--- config.mk ---
export PLATFORM = sky130hd
export DESIGN_NAME = nvm_cmd_ctrl
export DESIGN_NICKNAME = d
export VERILOG_FILES = /design/src/rtl/nvm_cmd_pkg.sv /design/src/rtl/nvm_tick_div.sv /design/src/rtl/nvm_cmd_buf.sv /design/src/rtl/nvm_op_seq.sv /design/src/rtl/nvm_array_stub.sv /design/src/rtl/nvm_cmd_ctrl.sv
export SDC_FILE = /design/constraint.sdc
export NUM_CORES = 1
export LEC_CHECK = 0
export BUFFER_PORTS_ARGS = -buffer_cell sky130_fd_sc_hd__clkbuf_2
export CAP_MARGIN = 15
export CELL_PAD_IN_SITES_DETAIL_PLACEMENT = 0
export CELL_PAD_IN_SITES_GLOBAL_PLACEMENT = 1
export CORE_MARGIN = 4
export CORE_UTILIZATION = 47
export CTS_CLUSTER_DIAMETER = 100
export CTS_CLUSTER_SIZE = 30
export DETAILED_ROUTE_END_ITERATION = 16
export PLACE_DENSITY_LB_ADDON = 0.12
export SYNTH_ARGS = -nofsm -noshare
export SYNTH_HDL_FRONTEND = slang
export SYNTH_SLANG_ARGS = --single-unit
--- constraint.sdc ---
create_clock -name clk -period 4.2 [get_ports clk]
set_clock_uncertainty 0.15 [all_clocks]
set_input_delay 0.21 -clock clk [delete_from_list [all_inputs] [get_ports clk]]
set_output_delay 0.21 -clock clk [all_outputs]
set_load 0.05 [all_outputs]
--- src/rtl/nvm_cmd_pkg.sv ---
`timescale 1ns/1ps
package nvm_cmd_pkg;
  localparam logic [7:0] OPC_PROG  = 8'h20;
  localparam logic [7:0] OPC_ERASE = 8'h41;

  localparam logic [2:0] RA_DIV  = 3'd0;
  localparam logic [2:0] RA_CTRL = 3'd1;
  localparam logic [2:0] RA_STAT = 3'd2;
  localparam logic [2:0] RA_CMD  = 3'd3;
  localparam logic [2:0] RA_ADDR = 3'd4;
  localparam logic [2:0] RA_DHI  = 3'd5;
  localparam logic [2:0] RA_DLO  = 3'd6;

  typedef enum logic [2:0] {
    SQ_IDLE,
    SQ_ISSUE,
    SQ_WAIT,
    SQ_END,
    SQ_DRAIN
  } seq_state_e;
endpackage

--- src/rtl/nvm_tick_div.sv ---
`timescale 1ns/1ps
module nvm_tick_div #(
  parameter int DIV_W = 6
) (
  input  logic             clk,
  input  logic             rst_n,
  input  logic             run_i,
  input  logic [DIV_W-1:0] div_i,
  output logic             tick_o
);
  logic [DIV_W-1:0] cnt_q, cnt_d;

  always_comb begin
    tick_o = run_i && (cnt_q == div_i);
    cnt_d  = cnt_q;
    if (!run_i || tick_o) cnt_d = '0;
    else                  cnt_d = cnt_q + 1'b1;
  end

  always_ff @(posedge clk or negedge rst_n) begin
    if (!rst_n) cnt_q <= '0;
    else        cnt_q <= cnt_d;
  end
endmodule

--- src/rtl/nvm_cmd_buf.sv ---
`timescale 1ns/1ps
module nvm_cmd_buf #(
  parameter int ADDR_W = 8
) (
  input  logic              clk,
  input  logic              rst_n,
  input  logic              wr_code_i,
  input  logic              wr_addr_i,
  input  logic              wr_dhi_i,
  input  logic              wr_dlo_i,
  input  logic [7:0]        wdata_i,
  input  logic              push_i,
  input  logic              pop_i,
  output logic              hold_valid_o,
  output logic              act_valid_o,
  output logic [7:0]        stage_code_o,
  output logic [ADDR_W-1:0] stage_addr_o,
  output logic [15:0]       stage_data_o,
  output logic [7:0]        act_code_o,
  output logic [ADDR_W-1:0] act_addr_o,
  output logic [15:0]       act_data_o
);
  logic hold_q, hold_d, act_q, act_d, xfer;

  always_comb begin
    xfer   = hold_q && (!act_q || pop_i);
    hold_d = hold_q;
    act_d  = act_q;
    if (xfer)       hold_d = 1'b0;
    else if (push_i) hold_d = 1'b1;
    if (xfer)       act_d = 1'b1;
    else if (pop_i) act_d = 1'b0;
  end

  always_ff @(posedge clk or negedge rst_n) begin
    if (!rst_n) begin
      hold_q <= 1'b0;
      act_q  <= 1'b0;
    end else begin
      hold_q <= hold_d;
      act_q  <= act_d;
    end
  end

  always_ff @(posedge clk or negedge rst_n) begin
    if (!rst_n) begin
      stage_code_o <= '0;
      stage_addr_o <= '0;
      stage_data_o <= '0;
    end else begin
      if (wr_code_i) stage_code_o       <= wdata_i;
      if (wr_addr_i) stage_addr_o       <= wdata_i[ADDR_W-1:0];
      if (wr_dhi_i)  stage_data_o[15:8] <= wdata_i;
      if (wr_dlo_i)  stage_data_o[7:0]  <= wdata_i;
    end
  end

  always_ff @(posedge clk or negedge rst_n) begin
    if (!rst_n) begin
      act_code_o <= '0;
      act_addr_o <= '0;
      act_data_o <= '0;
    end else if (xfer) begin
      act_code_o <= stage_code_o;
      act_addr_o <= stage_addr_o;
      act_data_o <= stage_data_o;
    end
  end

  assign hold_valid_o = hold_q;
  assign act_valid_o  = act_q;
endmodule

--- src/rtl/nvm_op_seq.sv ---
`timescale 1ns/1ps
module nvm_op_seq
  import nvm_cmd_pkg::*;
#(
  parameter int PROG_TICKS  = 4,
  parameter int ERASE_TICKS = 8
) (
  input  logic       clk,
  input  logic       rst_n,
  input  logic       act_valid_i,
  input  logic [7:0] act_code_i,
  input  logic       tick_i,
  input  logic       stub_done_i,
  output logic       mem_start_o,
  output logic       mem_end_o,
  output logic       pop_o
);
  localparam int MAX_T = (PROG_TICKS > ERASE_TICKS) ? PROG_TICKS : ERASE_TICKS;
  localparam int CNT_W = $clog2(MAX_T + 1);

  seq_state_e       st_q, st_d;
  logic [CNT_W-1:0] cnt_q, cnt_d;

  always_comb begin
    st_d        = st_q;
    cnt_d       = cnt_q;
    mem_start_o = 1'b0;
    mem_end_o   = 1'b0;
    pop_o       = 1'b0;
    case (st_q)
      SQ_IDLE:  if (act_valid_i) st_d = SQ_ISSUE;
      SQ_ISSUE: begin
        mem_start_o = 1'b1;
        cnt_d = (act_code_i == OPC_ERASE) ? CNT_W'(ERASE_TICKS) : CNT_W'(PROG_TICKS);
        st_d  = SQ_WAIT;
      end
      SQ_WAIT: if (tick_i) begin
        if (cnt_q <= CNT_W'(1)) begin
          cnt_d = '0;
          st_d  = SQ_END;
        end else begin
          cnt_d = cnt_q - 1'b1;
        end
      end
      SQ_END: begin
        mem_end_o = 1'b1;
        st_d      = SQ_DRAIN;
      end
      SQ_DRAIN: if (stub_done_i) begin
        pop_o = 1'b1;
        st_d  = SQ_IDLE;
      end
      default: st_d = SQ_IDLE;
    endcase
  end

  always_ff @(posedge clk or negedge rst_n) begin
    if (!rst_n) begin
      st_q  <= SQ_IDLE;
      cnt_q <= '0;
    end else begin
      st_q  <= st_d;
      cnt_q <= cnt_d;
    end
  end
endmodule

--- src/rtl/nvm_array_stub.sv ---
`timescale 1ns/1ps
module nvm_array_stub (
  input  logic clk,
  input  logic rst_n,
  input  logic start_i,
  input  logic end_i,
  output logic busy_o,
  output logic done_o
);
  always_ff @(posedge clk or negedge rst_n) begin
    if (!rst_n) begin
      busy_o <= 1'b0;
      done_o <= 1'b0;
    end else begin
      if (start_i)    busy_o <= 1'b1;
      else if (end_i) busy_o <= 1'b0;
      done_o <= end_i;
    end
  end
endmodule

--- src/rtl/nvm_cmd_ctrl.sv ---
`timescale 1ns/1ps
module nvm_cmd_ctrl
  import nvm_cmd_pkg::*;
#(
  parameter int DIV_W       = 6,
  parameter int ADDR_W      = 8,
  parameter int PROG_TICKS  = 4,
  parameter int ERASE_TICKS = 8
) (
  input  logic              clk,
  input  logic              rst_n,
  input  logic              special_mode,
  input  logic              reg_wr,
  input  logic [2:0]        reg_addr,
  input  logic [7:0]        reg_wdata,
  output logic [7:0]        reg_rdata,
  output logic              irq_empty,
  output logic              irq_done,
  output logic              mem_start,
  output logic              mem_op_erase,
  output logic [ADDR_W-1:0] mem_addr,
  output logic [15:0]       mem_wdata
);
  logic [1:0]        rst_sync_q;
  logic              rst_int_n;
  logic [DIV_W-1:0]  div_q;
  logic              div_loaded;
  logic              ie_empty_q, ie_done_q;
  logic              err_q, err_d, err_set;
  logic              hold_valid, act_valid, hold_empty, done_flag;
  logic              wr_stat, launch_req, code_ok, push, launch_bad, stage_blocked;
  logic              wr_code, wr_addr, wr_dhi, wr_dlo;
  logic [7:0]        stage_code, act_code;
  logic [ADDR_W-1:0] stage_addr;
  logic [15:0]       stage_data;
  logic              tick, pop, mem_end, stub_busy, stub_done;

  always_ff @(posedge clk or negedge rst_n) begin
    if (!rst_n) rst_sync_q <= 2'b00;
    else        rst_sync_q <= {rst_sync_q[0], 1'b1};
  end
  assign rst_int_n = rst_sync_q[1];

  always_comb begin
    hold_empty    = !hold_valid;
    done_flag     = !hold_valid && !act_valid;
    wr_stat       = reg_wr && (reg_addr == RA_STAT);
    launch_req    = wr_stat && reg_wdata[7] && hold_empty;
    code_ok       = (stage_code == OPC_PROG) || (stage_code == OPC_ERASE);
    push          = launch_req && div_loaded && code_ok;
    launch_bad    = launch_req && !(div_loaded && code_ok);
    stage_blocked = reg_wr && !hold_empty &&
                    ((reg_addr == RA_CMD) || (reg_addr == RA_ADDR) ||
                     (special_mode && ((reg_addr == RA_DHI) || (reg_addr == RA_DLO))));
    err_set       = launch_bad || stage_blocked;
    wr_code       = reg_wr && hold_empty && (reg_addr == RA_CMD);
    wr_addr       = reg_wr && hold_empty && (reg_addr == RA_ADDR);
    wr_dhi        = reg_wr && hold_empty && special_mode && (reg_addr == RA_DHI);
    wr_dlo        = reg_wr && hold_empty && special_mode && (reg_addr == RA_DLO);
    err_d         = err_q;
    if (err_set)                      err_d = 1'b1;
    else if (wr_stat && reg_wdata[4]) err_d = 1'b0;
  end

  always_ff @(posedge clk or negedge rst_int_n) begin
    if (!rst_int_n) begin
      div_q      <= '0;
      div_loaded <= 1'b0;
    end else if (reg_wr && (reg_addr == RA_DIV) && !div_loaded) begin
      div_q      <= reg_wdata[DIV_W-1:0];
      div_loaded <= 1'b1;
    end
  end

  always_ff @(posedge clk or negedge rst_int_n) begin
    if (!rst_int_n) begin
      ie_empty_q <= 1'b0;
      ie_done_q  <= 1'b0;
    end else if (reg_wr && (reg_addr == RA_CTRL)) begin
      ie_empty_q <= reg_wdata[7];
      ie_done_q  <= reg_wdata[6];
    end
  end

  always_ff @(posedge clk or negedge rst_int_n) begin
    if (!rst_int_n) err_q <= 1'b0;
    else            err_q <= err_d;
  end

  always_comb begin
    reg_rdata = '0;
    case (reg_addr)
      RA_DIV: begin
        reg_rdata[7]         = div_loaded;
        reg_rdata[DIV_W-1:0] = div_q;
      end
      RA_CTRL: reg_rdata = {ie_empty_q, ie_done_q, 6'b0};
      RA_STAT: reg_rdata = {hold_empty, done_flag, 1'b0, err_q, 4'b0};
      RA_CMD:  reg_rdata = stage_code;
      RA_ADDR: reg_rdata[ADDR_W-1:0] = stage_addr;
      RA_DHI:  if (special_mode) reg_rdata = stage_data[15:8];
      RA_DLO:  if (special_mode) reg_rdata = stage_data[7:0];
      default: reg_rdata = '0;
    endcase
  end

  assign irq_empty    = ie_empty_q && hold_empty;
  assign irq_done     = ie_done_q && done_flag;
  assign mem_op_erase = (act_code == OPC_ERASE);

  nvm_tick_div #(.DIV_W(DIV_W)) u_div (
    .clk(clk), .rst_n(rst_int_n), .run_i(div_loaded), .div_i(div_q), .tick_o(tick)
  );

  nvm_cmd_buf #(.ADDR_W(ADDR_W)) u_buf (
    .clk(clk), .rst_n(rst_int_n),
    .wr_code_i(wr_code), .wr_addr_i(wr_addr), .wr_dhi_i(wr_dhi), .wr_dlo_i(wr_dlo),
    .wdata_i(reg_wdata), .push_i(push), .pop_i(pop),
    .hold_valid_o(hold_valid), .act_valid_o(act_valid),
    .stage_code_o(stage_code), .stage_addr_o(stage_addr), .stage_data_o(stage_data),
    .act_code_o(act_code), .act_addr_o(mem_addr), .act_data_o(mem_wdata)
  );

  nvm_op_seq #(.PROG_TICKS(PROG_TICKS), .ERASE_TICKS(ERASE_TICKS)) u_seq (
    .clk(clk), .rst_n(rst_int_n), .act_valid_i(act_valid), .act_code_i(act_code),
    .tick_i(tick), .stub_done_i(stub_done),
    .mem_start_o(mem_start), .mem_end_o(mem_end), .pop_o(pop)
  );

  nvm_array_stub u_stub (
    .clk(clk), .rst_n(rst_int_n), .start_i(mem_start), .end_i(mem_end),
    .busy_o(stub_busy), .done_o(stub_done)
  );
endmodule

==> results of run 1 <==
==> power by group through the flow <==
stage / Combinational, mW / Clock, mW / Sequential, mW
2_1_floorplan: 0.526 / 0 / 1.38
3_3_place_gp: 0.764 / 0 / 1.34
3_5_place_dp: 0.777 / 0 / 1.34
4_1_cts: 0.781 / 0.624 / 1.32
5_1_grt: 0.850 / 0.667 / 1.36
6_report: 0.774 / 0.608 / 1.32
==> per-layer routing <==
layer  vias to the layer above  track usage (%)  part of all wire, %
met5                         -                0                    0
met4                         0            5.752                  1.3
met3                        13            3.686                  3.8
met2                        57            26.74                   46
met1                      1363            27.63                   49
li1                       1289                -                    -
==> Yosys cell counts, drive strengths merged <==
library cell	instances
or3b	2
nor3b	4
o211ai	3
xor2	2
inv	9
nor4b	2
a22oi	8
or3	2
a21oi	2
and2	2
and3b	3
a22o	8
and3	3
o21bai	1
nand2b	2
nor2b	5
nor3	2
dfrtp	92
o31ai	2
conb	1
clkbuf	6
mux2i	2
o22ai	1
a221o	7
mux2	74
buf	7
o32a	1
nand3	4
nand3b	1
a31oi	1
nor2	22
nand2	16
xnor2	8
o21ai	6
nand4	2
or2	1
o21a	1
o221ai	2
nor4	1
ha	3
a211oi	2
or4	3
==> worst register-to-register path, delay by kind of cell, from the launching register on <==
family             cells  cell delay (ns)
AOI/OAI and AO/OA      1             0.36
DFF                    1             0.43
muxes                  1             0.37
and+or+nand+nor        2             0.69
==> cell type report <==
type | instances | area, sq um
Clock buffer | 9 | 123.9
Clock inverter | 7 | 75.07
Fill cell | 784 | 3910
Inverter | 9 | 33.78
Multi-Input combinational cell | 212 | 1757
Sequential cell | 92 | 2306
Tap cell | 108 | 135.1
Timing Repair Buffer | 55 | 295.3
==> worst min path at each step <==
stage | from | slack [ns] | endpoint | cells after the start
6_report | reg_wdata[0] | 0.01 | u_buf.stage_data_o[8]$_DFFE_PN0P_ | 2
5_1_grt | reg_wdata[0] | 0.002 | u_buf.stage_data_o[8]$_DFFE_PN0P_ | 2
4_1_cts | reg_wdata[3] | 0.003 | u_buf.stage_addr_o[3]$_DFFE_PN0P_ | 2
3_5_place_dp | rst_n | -0.15 | rst_sync_q[0]$_DFF_PN0_ | 1
3_3_place_gp | rst_n | -0.15 | rst_sync_q[0]$_DFF_PN0_ | 1
2_1_floorplan | rst_n | -0.24 | rst_sync_q[0]$_DFF_PN0_ | 0
==> through the flow <==
step,util (%),std cells,total power [mW],setup slack [ns]
after global placement,52.07,473,2.100,2.026
after floorplan,-,326,1.906,1.298
after global routing,54.72,492,2.879,1.894
after CTS,54.61,491,2.728,2.101
after detailed placement,52.07,473,2.118,2.015
final,54.72,492,2.701,2.086
==> state kept, by name (all words and copies together) (netlist names), 2 cells and up <==
| name | count |
|---|---|
| u_div.cnt_q | 6 |
| div_q | 6 |
| u_buf.stage_code_o | 8 |
| u_seq.st_q | 3 |
| u_seq.cnt_q | 4 |
| u_buf.act_data_o | 16 |
| u_buf.stage_addr_o | 8 |
| u_buf.act_code_o | 8 |
| u_buf.act_addr_o | 8 |
| u_buf.stage_data_o | 16 |
| rst_sync_q | 2 |
==> logic make-up after synthesis <==
| logic type | count (synthesis) | synth area share, % |
|---|---|---|
| adders and majority gates | 3 | 0.9045 |
| DFF | 92 | 55.47 |
| xor gates and xnor gates | 10 | 2.110 |
| and+or+nand+nor | 77 | 10.19 |
| AOI/OAI and AO/OA | 45 | 8.472 |
| buffers and inverters | 22 | 2.201 |
| other | 1 | 0.09036 |
| muxes | 76 | 20.56 |
==> flow_summary.toml, run 1 <==
[drt]
vias = 2722
drt-pass1-iter-count = 4
post_drt_via_cell_ratio = 5.533
remaining_drc_errors = 0
initialDrtViolationCount = 92
drt.antenna.violating_nets = 0
finalWirelength_um = 8694
avgRoutedWirePerCell_um = 17.67

[synthesis]
synth_top_area_share_pct = 55.47
synth_warnings = 0
yosysSeqAreaShare_pct = 55.47
netlist_area_sq_mm = 0.004150
synth_nets = 344
yosysTopAreaCell = "dfrtp_1"
synth_cell_types = 47
synthCells = 326
yosys-top-cells-area = "dfrtp_1 55%, mux2_2 20%, nor2_1 2.0%"
yosys_register_bits = 92
avgSynthCellArea_sq_um = 12.73

[floorplan]
die_area_sq_mm = 0.01040
start_util_pct = 48.06
design.core.area_sq_mm = 0.008636
chipWidth_um = 102.0
ios = 51
rows = 34
die-height_um = 102.0

[clock_network]
cts_made_buffers = 9
path_clk_slew_ns = 0.10
cts-hold-fix-buffers = 2
cts_resized = 0
clockBufferDepth = 2
postCtsSetupBuffers = 0
clock_latency_ns = 0.36
numClockSinks = 92
cts_tree = "done"
htreeDepth = 3
ctsRootBufferMaster = "clkbuf_8"

[critical_path]
crit_start = "u_seq.st_q[0]$_DFFE_PN0P_"
cp-end-kind = "register"
cp.depth = 4
path_delay_family = "simple AND/OR/NAND/NOR gates"
cp.required_ns = 4.30
ff2ff_setup_slack_ns = 2.09
cpMaxStageDelayCell = "nor3b_2"
cp_num_buf_inv = 0
cp_max_fo = 8
crit_type = "register to register"
startpoint_type = "register"
reg2reg_depth = 4
slowest_delay_ns = 0.45
cp_cell_sequence = "nor3b_2, nand4_1, o21ai_0, mux2_2"
worstReg2RegEnd = "u_seq.cnt_q[0]$_DFFE_PN0P_"
arrival_ns = 2.22
worstReg2RegStart = "u_seq.st_q[0]$_DFFE_PN0P_"
cp-endpoint = "u_seq.cnt_q[0]$_DFFE_PN0P_"

[placement]
placed_area_sq_mm = 0.004497
port-buffer-count = 50
dp_hpwl_um = 6142
gp_congestion = 0.7561

[pwr]
seqPwrFrac_pct = 48.8
swShare_pct = 36.51
p_per_area_mw_per_mm2 = 571.5
ir_worst_vdd_mv = 0.2438
p_comb_share_pct = 28.6
power.leakage_nw = 2.323
intPower_mw = 1.715
clkPwrFrac_pct = 22.5
p_switching_uw = 986.0

[grt]
grt_pass1_vias = 2718
grt_use_total_pct = 18.35
antenna_found_initial = 0
grt.overflow.total = 0
grt_first_pass_wirelength_um = 14520
grt_max_degree = 56

[finish]
nNetsFinal = 397
fin_area_sq_mm = 0.004726
layout_commonest_cell = "dfrtp_1"
drive_gt1_share_pct = 38.80
area_growth_pct = 13.87
antenna_cells = 0
mostFrequentLayoutCells = "91 x dfrtp_1, 74 x mux2_2, 50 x clkbuf_2"

[sta]
fin_crit_ns = 2.114
worst_pin_slew_ns = 0.8040
drv_slew = 0
post-route-period-util_pct = 50.33
max_freq_mhz = 473.1
finalSetupTns_ns = 0
setup_viol = 0
rsz0062_at_grt = "no"
relSlewSlack_pct = 45.95
timing.hold.ws_ns = 0.01118
hold_viol = 0

[run]
max-cap-violations = 0

[status]
outcome = "complete, no violations"

[hold_path]
min_path_type = "input pin to register"
Note: power is estimated with default switching activity, not from simulation.
==> run 2, diff against run 1 <==
--- a/config.mk
+++ b/config.mk
@@ -10,7 +10,7 @@
 export CELL_PAD_IN_SITES_DETAIL_PLACEMENT = 0
 export CELL_PAD_IN_SITES_GLOBAL_PLACEMENT = 1
 export CORE_MARGIN = 4
-export CORE_UTILIZATION = 47
+export CORE_UTILIZATION = 42
 export CTS_CLUSTER_DIAMETER = 100
 export CTS_CLUSTER_SIZE = 30
 export DETAILED_ROUTE_END_ITERATION = 16
==> constraint.sdc (replaced) <==
create_clock -name clk -period 1.75 [get_ports clk]
set_clock_uncertainty 0.15 [all_clocks]
set_input_delay 0.0875 -clock clk [delete_from_list [all_inputs] [get_ports clk]]
set_output_delay 0.0875 -clock clk [all_outputs]
set_load 0.05 [all_outputs]
==> flow_summary.toml, run 2 (synthesis results as in run 1) <==
[clock_network]
htreeDepth = 3
ctsRootBufferMaster = "clkbuf_8"
clock_latency_ns = 0.36
numClockSinks = 92
cts_tree = "done"
path_clk_slew_ns = 0.09
cts_made_buffers = 9
clockBufferDepth = 2

[run]
max-cap-violations = 0

[placement]
dp.cells = 541
port-buffer-count = 50
placed_area_sq_mm = 0.005000
dp_hpwl_um = 6884
pre_cts_ws_ns = -0.2567
gp_congestion = 0.8300

[sta]
fin_crit_ns = 2.024
timing.hold.ws_ns = 0.01829
hold_viol = 0
post-route-period-util_pct = 115.6
finalSetupTns_ns = -5.074
rsz0062_at_grt = "yes"
max_freq_mhz = 494.2
setup_viol = 45
fin_ws_ns = -0.2735
drv_slew = 0

[floorplan]
chipWidth_um = 107.4
ios = 51
die-height_um = 107.4
rows = 36
die_area_sq_mm = 0.01154
start_util_pct = 42.86
design.core.area_sq_mm = 0.009684

[hold_path]
min_path_type = "input pin to register"

[drt]
finalWirelength_um = 10070
drt.antenna.violating_nets = 0
drt-pass1-iter-count = 6
post_drt_via_cell_ratio = 5.106
avgRoutedWirePerCell_um = 16.99
vias = 3028
remaining_drc_errors = 0
initialDrtViolationCount = 94

[finish]
antenna_cells = 0
fillers = 805
nNetsFinal = 473
fin_util_pct = 59.95
drive_gt1_share_pct = 52.83
multi_input_area_sq_mm = 0.001894
mostFrequentLayoutCells = "89 x dfrtp_1, 70 x mux2_2, 47 x buf_4"
reg.largest.list = "u_buf.act_data_o (16), u_buf.stage_data_o (16)"
layout.cells.non_filler = 593
layout_commonest_cell = "dfrtp_1"
fin_area_sq_mm = 0.005806
ff_latch_area_sq_mm = 0.002308
area_growth_pct = 39.89

[grt]
grt.overflow.total = 0
grt_max_degree = 49
antenna_found_initial = 0
grt_pass1_vias = 3130
grt_first_pass_wirelength_um = 16740
grt_use_total_pct = 18.68

[pwr]
p_comb_share_pct = 40.1
swShare_pct = 35.16
intPower_mw = 4.910
seqPwrFrac_pct = 40.6
p_switching_mw = 2.662
ir_worst_vdd_mv = 0.5588
clkPwrFrac_pct = 19.3
p_per_area_mw_per_mm2 = 1304
power.leakage_nw = 2.841
design_power_total_mw = 7.573

[critical_path]
arrival_ns = 2.11
crit_type = "register to register"
cp.required_ns = 1.84
cp-end-kind = "register"
startpoint_type = "register"
cp_max_fo = 2

[status]
violations = "negative setup slack"
outcome = "finished with violations"
[run 2: cell types whose count changed in the layout (fill, tap and decap cells not counted), moves of 4 or more]
cell | before | now
mux2_4 | 0 | 4
clkbuf_2 | 50 | 40
mux2_2 | 74 | 70
a22oi_2 | 0 | 7
buf_6 | 0 | 14
a22oi_1 | 8 | 1
buf_4 | 2 | 47
dlygate4sd3_1 | 3 | 11
buf_12 | 0 | 12
[run 2: metal layers]
layer | wire [um] | vias to the layer above | global-route usage [%]
met5 | 0 | - | 0
met4 | 153 | 0 | 5.320
met3 | 268 | 13 | 2.939
met2 | 4766 | 52 | 29.40
met1 | 4885 | 1512 | 26.86
li1 | - | 1451 | -
[run 2: timing repair]
item | CTS | global route
hold buffers | 11 | 0
setup buffers | 13 | 9
pin swaps | 19 | 10
setup endpoints to repair | 50 | 49
gates cloned | 3 | 0
hold endpoints to repair | 45 | 0
resized for setup | 45 | 20
[run 2: power groups by stage]
stage               combinational (mW)  clock (mW)  sequential (mW)
floorplan                         1.28           0             3.32
global placement                  2.42           0             3.08
detailed placement                2.45           0             3.11
CTS                               2.85        1.50             3.08
global route                      3.29        1.59             3.15
finish                            3.04        1.46             3.07
[run 2: final timing paths]
| check | endpoint | slack (ns) | from | depth (start not counted) |
|---|---|---|---|---|
| max | err_q$_DFFE_PN0P_ | -0.27 | u_buf.stage_code_o[4]$_DFFE_PN0P_ | 3 |
| min | div_loaded$_DFFE_PN0P_ | 0.02 | reg_addr[1] | 3 |
| max reg2reg | err_q$_DFFE_PN0P_ | -0.27 | u_buf.stage_code_o[4]$_DFFE_PN0P_ | 3 |
| min reg2reg | u_seq.cnt_q[1]$_DFFE_PN0P_ | 0.03 | rst_sync_q[1]$_DFF_PN0_ | 0 |
| max in group asynchronous | u_buf.act_valid_o$_DFFE_PN0P_ | 0.76 | rst_sync_q[1]$_DFF_PN0_ | 1 |
| min in group asynchronous | u_seq.cnt_q[1]$_DFFE_PN0P_ | 0.03 | rst_sync_q[1]$_DFF_PN0_ | 0 |
[run 2: layout make-up]
| type | instances | area share [%] |
|---|---|---|
| inverter | 9 | 0.6250 |
| sequential | 92 | 39.76 |
| tap | 133 | 2.866 |
| multi-input combinational | 212 | 32.63 |
| timing repair buffer | 131 | 20.71 |
| clock inverter | 7 | 1.272 |
| clock buffer | 9 | 2.134 |
[run 2: critical path, stage by stage, from the launching register on]
cell,delay [ns]
dfrtp_1,0.40
or4_1,0.54
or4_4,0.50
a221o_1,0.32
==> run 3, diff against run 2 <==
--- a/config.mk
+++ b/config.mk
@@ -5,12 +5,13 @@
 export SDC_FILE = /design/constraint.sdc
 export NUM_CORES = 1
 export LEC_CHECK = 0
+export ABC_AREA = 1
 export BUFFER_PORTS_ARGS = -buffer_cell sky130_fd_sc_hd__clkbuf_2
 export CAP_MARGIN = 15
 export CELL_PAD_IN_SITES_DETAIL_PLACEMENT = 0
 export CELL_PAD_IN_SITES_GLOBAL_PLACEMENT = 1
 export CORE_MARGIN = 4
-export CORE_UTILIZATION = 42
+export CORE_UTILIZATION = 40
 export CTS_CLUSTER_DIAMETER = 100
 export CTS_CLUSTER_SIZE = 30
 export DETAILED_ROUTE_END_ITERATION = 16
==> flow_summary.toml, run 3 <==
[finish]
antenna_cells = 0
layout.cells.non_filler = 704
fillers = 1039
reg.largest.list = "u_buf.act_data_o (16), u_buf.stage_data_o (16)"
drive_gt1_share_pct = 25.00
area_growth_pct = 20.00
mostFrequentLayoutCells = "132 x nand2_1, 90 x dfrtp_1, 55 x inv_1"
layout_commonest_cell = "nand2_1"
nNetsFinal = 581
fin_area_sq_mm = 0.005180

[synthesis]
synth_edf_count = 0
synth_warnings = 0
synth_top_area_share_pct = 53.33
netlist_area_sq_mm = 0.004317
synthFlopType = "dfrtp_1"
avgSynthCellArea_sq_um = 8.703
synthArstFlopShare_pct = 100.0
yosys-top-cells-area = "dfrtp_1 53%, nand2_1 11%, o21ai_1 6.3%"
synth_cell_types = 33
synthCells = 496
yosysTopAreaCell = "dfrtp_1"
yosys_register_bits = 92
synth_nets = 514
yosysSeqAreaShare_pct = 53.33
yosysMostFrequentCell = "nand2_1"
synthTopCellsByCount = "132 x nand2_1, 92 x dfrtp_1, 59 x inv_1"

[clock_network]
ctsRootBufferMaster = "clkbuf_8"
path_clk_slew_ns = 0.09
numClockSinks = 92
clock_latency_ns = 0.35
htreeDepth = 3
cts_tree = "done"
clockBufferDepth = 2
cts_made_buffers = 9

[critical_path]
crit_type = "register to output port"
path_delay_family = "compound AO/OA/AOI/OAI gates"
crit_start = "u_buf.stage_code_o[6]$_DFFE_PN0P_"
cp_cell_sequence = "inv_1, o22ai_1, a21oi_2, o211ai_1, clkbuf_8"
cp_num_buf_inv = 2
cpMaxStageDelayCell = "dfrtp_1"
startpoint_type = "register"
arrival_ns = 1.47
cp.required_ns = 1.51
cp.depth = 5
worstReg2RegEnd = "u_seq.cnt_q[1]$_DFFE_PN0P_"
cp-endpoint = "reg_rdata[6]"
reg2reg_depth = 7
cp-end-kind = "output port"
ff2ff_setup_slack_ns = 0.18
slowest_delay_ns = 0.39
cp_max_fo = 3
worstReg2RegStart = "u_div.cnt_q[4]$_DFF_PN0_"

[floorplan]
chipWidth_um = 111.9
die_area_sq_mm = 0.01252
ios = 51
start_util_pct = 41.44
design.core.area_sq_mm = 0.01042
die-height_um = 111.9
rows = 37

[sta]
setup_viol = 0
rsz0062_at_grt = "yes"
post-route-period-util_pct = 97.38
drv_slew = 0
max_freq_mhz = 586.8
fin_crit_ns = 1.704
hold_viol = 0
timing.hold.ws_ns = 0.04214

[pwr]
intPower_mw = 4.224
p_comb_share_pct = 30.7
power.leakage_nw = 2.535
p_switching_mw = 2.503
clkPwrFrac_pct = 25.9
ir_worst_vdd_mv = 0.5381
p_per_area_mw_per_mm2 = 1299
seqPwrFrac_pct = 43.4
swShare_pct = 37.21

[grt]
grt_use_total_pct = 17.37
antenna_found_initial = 0
grt_pass1_vias = 3435
grt_first_pass_wirelength_um = 17420
grt_max_degree = 91
grt.overflow.total = 0

[run]
max-cap-violations = 0

[placement]
placed_area_sq_mm = 0.004726
dp_hpwl_um = 7618
dp.cells = 676
port-buffer-count = 50
gp_congestion = 0.8115

[drt]
initialDrtViolationCount = 248
finalWirelength_um = 10300
avgRoutedWirePerCell_um = 14.63
drt-pass1-iter-count = 4
drt.antenna.violating_nets = 0
post_drt_via_cell_ratio = 4.857
remaining_drc_errors = 0
vias = 3419

[hold_path]
min_from = "reg_addr[0]"
min_path_type = "input pin to register"

[status]
outcome = "complete, no violations"
-- run 3: worst min-delay path by stage --
stage	cells past startpoint	endpoint
after floorplan	0	rst_sync_q[0]$_DFF_PN0_
after CTS	3	ie_done_q$_DFFE_PN0P_
after global routing	3	ie_done_q$_DFFE_PN0P_
after global placement	1	rst_sync_q[0]$_DFF_PN0_
final	3	ie_done_q$_DFFE_PN0P_
after detailed placement	1	rst_sync_q[0]$_DFF_PN0_
-- run 3: kinds of logic after synthesis --
| kind of cell | Yosys count | share of synthesized area, % |
|---|---|---|
| xor gates and xnor gates | 4 | 0.8117 |
| adders and majority gates | 3 | 0.8697 |
| other | 1 | 0.08687 |
| and+or+nand+nor | 203 | 21.13 |
| AOI/OAI and AO/OA | 110 | 15.48 |
| buffers and inverters | 83 | 8.290 |
| DFF | 92 | 53.33 |
-- run 3: through the flow --
stage,utilization [%],TNS (ns),total power [mW],setup slack [ns]
global route,49.73,-0.09626,7.203,-0.04415
CTS,49.33,0,6.769,0.002744
floorplan,-,0,4.425,0.04993
global placement,45.37,0,4.916,0.09055
finish,49.73,0,6.727,0.04593
detailed placement,45.37,0,4.945,0.08971
-- run 3: power groups by stage --
stage | Clock (mW) | Sequential, mW | Combinational (mW)
floorplan | 0 | 3.07 | 1.36
detailed placement | 0 | 2.95 | 1.99
CTS | 1.81 | 2.91 | 2.05
global route | 1.90 | 2.99 | 2.32
global placement | 0 | 2.94 | 1.97
finish | 1.74 | 2.92 | 2.06
-- run 3: worst register-to-register path, cell delays in order (launching register included) --
cell     delay [ns]
dfrtp_1        0.43
nand2_1        0.09
nand2_1        0.05
nor2_1         0.23
nand4_1        0.23
nand2_1        0.18
nand3_1        0.09
nand2_1        0.07
-- run 3: final cells by class --
class	count	area, sq um	area share, %
clock buffer	10	127.6	2.464
clock inverter	6	118.9	2.295
inverter	71	266.5	5.145
multi-input combinational	321	1709	33.00
sequential	92	2307	44.54
tap	136	170.2	3.285
timing repair buffer	68	480.5	9.275
-- run 3: metal layers --
metal	global-route usage, %	share of wire, %	vias to the layer above	routed length, um
li1	-	-	1739	-
met1	24.62	48	1605	4952
met2	27.54	47	65	4854
met3	2.663	3.4	10	346
met4	5.353	1.4	0	144
met5	0	0	-	0
-- run 3: what timing repair did --
item	CTS	global route
endpoints found under the setup margin	7	14
hold buffers	11	0
gates resized for setup	15	22
hold endpoints to repair	44	0
pin swaps	1	2
setup buffers	1	0
